===== src/rtl/dll_pkg.sv =====
package dll_pkg;
  localparam int DESC_WORDS = 4;
  localparam int W_XADDR    = 0;
  localparam int W_WRAP_AT  = 1;
  localparam int W_WRAP_TO  = 2;
  localparam int W_NEXT     = DESC_WORDS - 1;

  typedef enum logic [2:0] {
    LDR_IDLE,
    LDR_FETCH,
    LDR_LOAD,
    LDR_RUN,
    LDR_DONE
  } ldr_state_e;
endpackage


===== src/rtl/dll_desc_buf.sv =====
module dll_desc_buf #(
  parameter int AW    = 32,
  parameter int WORDS = 4
) (
  input  logic                     clk,
  input  logic                     rst_n,
  input  logic                     wr_en,
  input  logic [$clog2(WORDS)-1:0] wr_idx,
  input  logic [AW-1:0]            wr_data,
  output logic [WORDS-1:0][AW-1:0] words
);
  for (genvar g = 0; g < WORDS; g++) begin : g_word
    always_ff @(posedge clk or negedge rst_n) begin
      if (!rst_n)
        words[g] <= '0;
      else if (wr_en && (wr_idx == g[$clog2(WORDS)-1:0]))
        words[g] <= wr_data;
    end
  end
endmodule


===== src/rtl/dll_addr_gen.sv =====
module dll_addr_gen #(
  parameter int AW = 32
) (
  input  logic          clk,
  input  logic          rst_n,
  input  logic          load,
  input  logic [AW-1:0] load_addr,
  input  logic [AW-1:0] load_wrap_at,
  input  logic [AW-1:0] load_wrap_to,
  input  logic          step,
  output logic [AW-1:0] addr,
  output logic [AW-1:0] wrap_at,
  output logic [AW-1:0] wrap_to
);
  localparam logic [AW-1:0] STEP_V = AW'(AW / 8);

  logic [AW-1:0] addr_nxt;
  assign addr_nxt = (addr == wrap_at) ? wrap_to : addr + STEP_V;

  always_ff @(posedge clk or negedge rst_n) begin
    if (!rst_n) begin
      addr    <= '0;
      wrap_at <= '0;
      wrap_to <= '0;
    end else if (load) begin
      addr    <= load_addr;
      wrap_at <= load_wrap_at;
      wrap_to <= load_wrap_to;
    end else if (step) begin
      addr    <= addr_nxt;
    end
  end
endmodule


===== src/rtl/dll_loader.sv =====
module dll_loader #(
  parameter int AW = 32
) (
  input  logic          clk,
  input  logic          rst_n,
  input  logic          start,
  input  logic [AW-1:0] head_ptr,
  output logic          busy,
  output logic          err,
  output logic          list_done,
  output logic          rd_req_valid,
  input  logic          rd_req_ready,
  output logic [AW-1:0] rd_req_addr,
  input  logic          rd_rsp_valid,
  output logic          rd_rsp_ready,
  input  logic [AW-1:0] rd_rsp_data,
  input  logic          rd_rsp_err,
  output logic          ch_load,
  output logic [AW-1:0] ch_addr,
  output logic [AW-1:0] ch_wrap_at,
  output logic [AW-1:0] ch_wrap_to,
  input  logic          beat,
  input  logic          xfer_done
);
  import dll_pkg::*;

  localparam int ALIGN = $clog2(AW / 8);
  localparam int IDX_W = $clog2(DESC_WORDS);
  localparam logic [IDX_W-1:0] IDX_LAST = IDX_W'(DESC_WORDS - 1);

  ldr_state_e                     st;
  logic [AW-1:0]                  head_q;
  logic [AW-1:0]                  cur_q;
  logic [IDX_W-1:0]               idx_q;
  logic                           wait_q;
  logic                           err_q;
  logic                           load_q;
  logic [DESC_WORDS-1:0][AW-1:0]  words;
  logic                           rsp_fire;
  logic                           next_ok;
  logic                           do_load;

  function automatic logic misaligned(input logic [AW-1:0] p);
    return |p[ALIGN-1:0];
  endfunction

  assign rsp_fire     = rd_rsp_valid && rd_rsp_ready;
  assign rd_req_valid = (st == LDR_FETCH) && !wait_q;
  assign rd_rsp_ready = (st == LDR_FETCH) && wait_q;
  assign rd_req_addr  = cur_q + {{(AW-IDX_W-ALIGN){1'b0}}, idx_q, {ALIGN{1'b0}}};
  assign next_ok      = !misaligned(words[W_NEXT]);
  assign do_load      = (st == LDR_LOAD) && next_ok;
  assign busy         = (st != LDR_IDLE);
  assign err          = err_q;
  assign list_done    = (st == LDR_DONE);
  assign ch_load      = load_q;

  always_ff @(posedge clk or negedge rst_n) begin
    if (!rst_n) begin
      st     <= LDR_IDLE;
      head_q <= '0;
      cur_q  <= '0;
      idx_q  <= '0;
      wait_q <= 1'b0;
      err_q  <= 1'b0;
      load_q <= 1'b0;
    end else begin
      load_q <= 1'b0;
      unique case (st)
        LDR_IDLE: begin
          if (start) begin
            if (misaligned(head_ptr)) begin
              err_q <= 1'b1;
            end else begin
              err_q  <= 1'b0;
              head_q <= head_ptr;
              cur_q  <= head_ptr;
              idx_q  <= '0;
              wait_q <= 1'b0;
              st     <= LDR_FETCH;
            end
          end
        end
        LDR_FETCH: begin
          if (rd_req_valid && rd_req_ready)
            wait_q <= 1'b1;
          if (rsp_fire) begin
            if (rd_rsp_err) begin
              err_q <= 1'b1;
              st    <= LDR_IDLE;
            end else if (idx_q == IDX_LAST) begin
              st <= LDR_LOAD;
            end else begin
              idx_q  <= idx_q + 1'b1;
              wait_q <= 1'b0;
            end
          end
        end
        LDR_LOAD: begin
          if (next_ok) begin
            load_q <= 1'b1;
            st     <= LDR_RUN;
          end else begin
            err_q <= 1'b1;
            st    <= LDR_IDLE;
          end
        end
        LDR_RUN: begin
          if (xfer_done) begin
            if (words[W_NEXT] == head_q) begin
              st <= LDR_DONE;
            end else begin
              cur_q  <= words[W_NEXT];
              idx_q  <= '0;
              wait_q <= 1'b0;
              st     <= LDR_FETCH;
            end
          end
        end
        LDR_DONE: st <= LDR_IDLE;
        default:  st <= LDR_IDLE;
      endcase
    end
  end

  dll_desc_buf #(.AW(AW), .WORDS(DESC_WORDS)) u_buf (
    .clk     (clk),
    .rst_n   (rst_n),
    .wr_en   (rsp_fire && !rd_rsp_err && (st == LDR_FETCH)),
    .wr_idx  (idx_q),
    .wr_data (rd_rsp_data),
    .words   (words)
  );

  dll_addr_gen #(.AW(AW)) u_agen (
    .clk          (clk),
    .rst_n        (rst_n),
    .load         (do_load),
    .load_addr    (words[W_XADDR]),
    .load_wrap_at (words[W_WRAP_AT]),
    .load_wrap_to (words[W_WRAP_TO]),
    .step         ((st == LDR_RUN) && beat),
    .addr         (ch_addr),
    .wrap_at      (ch_wrap_at),
    .wrap_to      (ch_wrap_to)
  );
endmodule


===== config.mk =====
export PLATFORM = sky130hd
export DESIGN_NAME = dll_loader
export DESIGN_NICKNAME = d
export VERILOG_FILES = /design/src/rtl/dll_pkg.sv /design/src/rtl/dll_desc_buf.sv /design/src/rtl/dll_addr_gen.sv /design/src/rtl/dll_loader.sv
export SDC_FILE = /design/constraint.sdc
export NUM_CORES = 1
export LEC_CHECK = 0
export BUFFER_PORTS_ARGS = -buffer_cell sky130_fd_sc_hd__buf_2
export CAP_MARGIN = 20
export CELL_PAD_IN_SITES_DETAIL_PLACEMENT = 1
export CELL_PAD_IN_SITES_GLOBAL_PLACEMENT = 2
export CORE_ASPECT_RATIO = 0.9
export CORE_UTILIZATION = 30
export CTS_BUF_LIST = sky130_fd_sc_hd__clkbuf_4
export DETAILED_ROUTE_END_ITERATION = 7
export HOLD_SLACK_MARGIN = 0.12
export PLACE_DENSITY_LB_ADDON = 0.15
export SYNTH_ARGS = -nofsm -noshare
export SYNTH_HDL_FRONTEND = slang
export SYNTH_HIERARCHICAL = 1
export SYNTH_SLANG_ARGS = --single-unit

===== constraint.sdc =====
create_clock -name clk -period 3.2 [get_ports clk]
set_input_delay 0.16 -clock clk [delete_from_list [all_inputs] [get_ports clk]]
set_output_delay 0.16 -clock clk [all_outputs]
set_load 0.01 [all_outputs]

; After elaboration in Yosys (flattened, before gate mapping)
; Cells that the tools add are included.
[word_totals]
output_inout_bits = 134
elab_cells = 109
regBits = 296
[op_classes]
n_mux = 42
n_reduce_logical = 30
eq_ne = 19
add_sub_neg = 3
bitwise = 1
[op_table]
columns = operator, n
row1 = two-way mux 32 bit, 7
row2 = equality test 32 bit, 2
row3 = one-hot mux 32 bit (2 select lines), 1
row4 = "adder 32 x 3 -> 32 bit, second input constant", 1
row5 = adder 32 x 4 -> 32 bit, 1
row6 = two-way mux 3 bit, 7
row7 = AND reduction 5 bit, 4
row8 = "inequality test 2 bit, second input constant", 9
row9 = two-way mux 2 bit, 8
row10 = two-way mux 1 bit, 15
row11 = logical AND 1 bit, 12
row12 = one-hot mux 3 bit (4 select lines), 1
row13 = nonzero test 3 bit, 3
row14 = AND reduction 8 bit, 1
row15 = "equality test 3 x 2 -> 1 bit, second input constant", 2
row16 = one-hot mux 1 bit (3 select lines), 2
row17 = one-hot mux 2 bit (3 select lines), 1
row18 = "equality test 2 bit, second input constant", 2
row19 = nonzero test 2 bit, 2
row20 = OR reduction 2 bit, 2
row21 = "equality test 3 x 1 -> 1 bit, second input constant", 1
row22 = "equality test 3 bit, second input constant", 1
row23 = zero test 1 bit, 3
row24 = zero test 3 bit, 1
row25 = other kinds (6), 6

; Logic depth before layout (Yosys ltp)
[logic_depth]
depth_word = 8
ltp_mapped = 9

; Hierarchy
; Netlist, hierarchy kept.
[modules_own_cells]
columns = module, area_each_um2, cells_each, seq_area_each_um2, instances
row1 = dll_addr_gen, 5028.6, 442, 2402.3, 1
row2 = dll_desc_buf, 4744.6, 272, 3203.1, 1
row3 = dll_loader, 4464.3, 433, 1801.7, 1

; Worst setup path after synthesis
; No wires, ideal clock.
[synth_timing]
path_kind = reg-to-reg
from = register st[1]
to = register u_buf/words[10] (netlist name)
setup_time_ps = 125
stages_incl_launch_ff = 7
t_required_ps = 3075
period_less_slack_ps = 2247
arrival_time_ps = 2122
slack_ps = 953
n_path_buf = 1
cell_sequence = dfrtp_1 > nand2b_1 > or2_2 > nor3_1 > nor3b_2 > buf_4 > mux2_2
[synth_via]
elab_chain_len = 6
[synth_lines]
columns = element, line_no
row1 = start: declaration, dll_loader.sv:31  ; ldr_state_e st;
row2 = start signal: assignment, dll_loader.sv:60  ; st <= LDR_IDLE;
row3 = start signal: assignment, dll_loader.sv:80  ; st <= LDR_FETCH;
row4 = start signal: assignment, dll_loader.sv:90  ; st <= LDR_IDLE;
row5 = equality test 3 x 1 -> 1 bit *, "dll_loader.sv:49, dll_loader.sv:129"
row6 = logical AND 1 bit, dll_loader.sv:49  ; assign rd_rsp_ready = (st == LDR_FETCH) && wait_q;
row7 = logical AND 1 bit, dll_loader.sv:47  ; assign rsp_fire = rd_rsp_valid && rd_rsp_ready;
row8 = logical AND 1 bit, dll_loader.sv:129  ; .wr_en (rsp_fire && !rd_rsp_err && (st == LDR_FETCH)),
row9 = logical AND 1 bit *, dll_loader.sv:129
row10 = logical AND 1 bit *, dll_desc_buf.sv:16  ; else if (wr_en && (wr_idx == g[$clog2(WORDS)-1:0]))
row11 = end signal: indexed assignment, dll_desc_buf.sv:17  ; words[g] <= wr_data;
row12 = end: declaration, dll_desc_buf.sv:10  ; output logic [WORDS-1:0][AW-1:0] words
; Every way passes the cells marked *; elsewhere a longest branch is shown, timed or not.
; A chain may end at the register's enable or synchronous reset.

; Worst setup path after layout
[layout_timing]
from = register idx_q[1]
to = output rd_req_addr[31]
[layout_via]
elab_chain_len = 1
[layout_lines]
columns = element, line_no
row1 = start: declaration, dll_loader.sv:34  ; logic [IDX_W-1:0] idx_q;
row2 = start signal: assignment, dll_loader.sv:94  ; idx_q <= idx_q + 1'b1;
row3 = adder 32 x 4 -> 32 bit, dll_loader.sv:50  ; assign rd_req_addr = cur_q + {{(AW-IDX_W-ALIGN){1'b0}}, idx_q, {ALIGN{1'b0}}};
row4 = end: declaration, dll_loader.sv:13  ; output logic [AW-1:0] rd_req_addr,
; No other way between the ends.

==> impl_metrics.ini <==
[placement]
numPortBuffers = 205
dp.cells = 1931
dp_hpwl_um = 34310
gp_congestion = 0.7695

[finish]
nets = 1573
nFillCells = 5107
final_cell_mix = dfrtp_1 (292), buf_2 (204), mux2_2 (192)
area_delta_synth_final_pct = 27.74
stdcell_count = 2183
drive_gt1_frac = 0.4044
fin_util = 0.3892
layout_commonest_cell = dfrtp_1

[yosys]
synth.distinct_cells = 55
avgSynthCellArea_um2 = 12.41
syn_inst = 1147
async_flop_share = 1.000
ys_seq_area_frac = 0.5203
syn-cell-area_um2 = 14240
syn_nets = 1224
synth_flop_cell = dfrtp_1
yosys_register_bits = 296
synth_edf_count = 0
synth_warnings = 6

[worst_setup_path]
rr_startpoint = u_buf/words[103]$_DFFE_PN0P_
crit_chain = ha_1, a21oi_1, nor2_4, and4_1, nand3_1, xnor2_1, buf_2
reg2reg_to = wait_q$_DFFE_PN0P_
worstSetupStartpointType = register
endpoint_kind = output port
ff2ff_path_depth = 8
critPathKind = reg -> out
path_max_fanout = 7
max_stage_delay_ns = 0.46
critPathBufInv = 1
crit_cells = 7
slowest_stage = dfrtp_1
crit_arrival_ns = 2.83
cpLargestDelayFamily = simple AND/OR/NAND/NOR gates
ff2ff_setup_slack_ns = 0.33
cp.required_ns = 3.04

[routing]
routed_wirelength_um = 49990
firstDrtPassIters = 4
via_count = 11020
routed_via_density = 5.049
drtAntennaViolNets = 0
routedWlPerCell_um = 22.90
initialDrtViolationCount = 419
drc = 0

[power]
ir_drop_v = 0.0003135
power_density_nw_per_um2 = 976.5
p_leak_nw = 8.600

[floorplanning]
die_h_um = 208.7
floorplan.initialDensity = 0.3047
dieArea_um2 = 48330
rows = 75
coreArea_um2 = 46730
die_x_um = 231.6
io_pins = 206

[timing]
worst_slew_pin_slew_ns = 1.114
hold_viol_final = 0
setup_viol = 0
slew_viol_final = 0
clock.fmax_mhz = 334.9
period_needed_ns = 2.986
setup_tns_ns = 0
min_period_over_period = 0.9331
slew_headroom = 0.2563
clock_skew_ns = 0.04719

[global_route]
grt_pass1_wl_um = 76570
grt_max_degree = 106
grt-ovfl-total = 0
grt_pass1_vias = 11840
antenna_found_initial = 3
met3_usage = 0.04926
met1_usage = 0.2975
grt_usage = 0.2121
gr-usage-met2 = 0.3268
busiest_layer = met2

[worst_hold_path]
hold_depth = 3
hp-class = in -> reg
hold_start = head_ptr[10]
min_to = head_q[10]$_DFFE_PN0P_

[clocking]
cts_tree = done
cts_max_path_buffers = 3
clock-sinks = 296
cts-root-buf = clkbuf_4
h-tree-depth = 3
clock_latency_ns = 0.80
clk_pin_slew_worst_paths_ns = 0.07
numCtsBuffers = 85

[status]
outcome = finished clean

[job]
max-cap-violations = 0
## final cells by class
| class | instances | area (um2) | share of cell area |
|---|---|---|---|
| diodes | 4 | 10.01 | 0.0005504 |
| clock buffers | 126 | 945.9 | 0.05201 |
| clock inverters | 28 | 188.9 | 0.01039 |
| inverters | 10 | 37.54 | 0.002064 |
| multi-input cells | 770 | 6507 | 0.3578 |
| flip-flops and latches | 296 | 7412 | 0.4075 |
| well taps | 616 | 770.7 | 0.04238 |
| repair buffers | 333 | 2315 | 0.1273 |
## sequential cells by signal, summed over array words and instances (netlist names)
name and cells:
u_agen/addr 32, u_agen/wrap_at 32, u_buf/words 128, head_q 32, ch_load 1, cur_q 32
u_agen/wrap_to 32, st 3, err 1, wait_q 1, idx_q 2
## routing by layer
layer | wire (um) | part of all wire
met5 | 13 | 0.00026
met4 | 950 | 0.019
met3 | 2231 | 0.045
met2 | 23170 | 0.46
met1 | 23630 | 0.47
## worst reg2reg max path, cell delays in order (launching register included)
cell,delay (ns)
dfrtp_1,0.40
xnor2_1,0.41
nand4_1,0.16
nor4_1,0.48
a31oi_2,0.14
buf_4,0.29
and3_1,0.28
a21oi_1,0.13
dlygate4sd3_1,0.56
## power by group
group          switching, W  internal (W)  leakage (nW)
Combinational       0.00352       0.00352          4.12
Sequential          0.00163       0.00533          3.81
Clock               0.00172       0.00204         0.676
## logic make-up (layout without fill, tap and decap cells)
logic type / Yosys count / in the layout / synth area share
AOI/OAI and AO/OA: 178 / 178 / 0.09236
xor gates and xnor gates: 119 / 119 / 0.07373
adders and majority gates: 5 / 5 / 0.004922
buffers and inverters: 81 / 497 / 0.02724
DFF: 296 / 296 / 0.5203
muxes: 251 / 251 / 0.1959
other: 0 / 4 / 0
and+or+nand+nor: 217 / 217 / 0.08560
## stage by stage
stage / power (W) / worst slack, ns / instance area (um2) / hold WS (ns)
floorplan: 0.01096 / 0.9535 / 14240 / -0.1356
global placement: 0.01371 / 0.4726 / 16040 / 0.2570
detailed placement: 0.01389 / 0.4955 / 16040 / 0.2633
CTS: 0.01800 / 0.03855 / 18150 / 0.1234
global route: 0.01898 / -0.01548 / 18190 / 0.1312
finish: 0.01776 / 0.2142 / 18190 / 0.1924
## cell usage after synthesis (all sizes together) (2+ instances only)
cell type	instances	share of area
dfrtp	296	0.52
or3	9	0.0040
o21ai	31	0.011
mux2i	30	0.021
and3	26	0.011
or2	2	0.00088
a31oi	2	0.00088
and2	3	0.0013
o22a	32	0.020
nor2b	3	0.0013
xor2	9	0.0055
nand3	24	0.0084
nor4	8	0.0074
clkbuf	31	0.0083
mux2	221	0.17
o221a	32	0.025
inv	10	0.0026
o22ai	34	0.016
nand4	30	0.013
nor2	18	0.0047
nor3b	3	0.0019
nand3b	3	0.0016
nor3	9	0.0047
buf	40	0.016
and4	8	0.0049
ha	4	0.0035
nand2	66	0.017
a21oi	36	0.013
nand2b	4	0.0018
xnor2	110	0.068
## how the worst max path moves through the flow
stage	startpoint	end	slack (ns)
finish	idx_q[1]$_DFFE_PN0P_	rd_req_addr[31]	0.21
global route	cur_q[9]$_DFFE_PN0P_	rd_req_addr[21]	-0.02
CTS	cur_q[9]$_DFFE_PN0P_	rd_req_addr[21]	0.04
detailed placement	idx_q[0]$_DFFE_PN0P_	rd_req_addr[20]	0.50
global placement	idx_q[0]$_DFFE_PN0P_	rd_req_addr[30]	0.47
floorplan	st[1]$_DFFE_PN0P_	u_buf/words[10]$_DFFE_PN0P_	0.95
## timing repair
item | CTS | global route
hold endpoints to repair | 495 | 0
hold buffers | 90 | 0
setup endpoints to repair | 11 | 10
cloned | 0 | 0
pin swaps | 1 | 2
gates resized for setup | 9 | 5
setup buffers | 2 | 2
(Power assumes the default switching activity.)
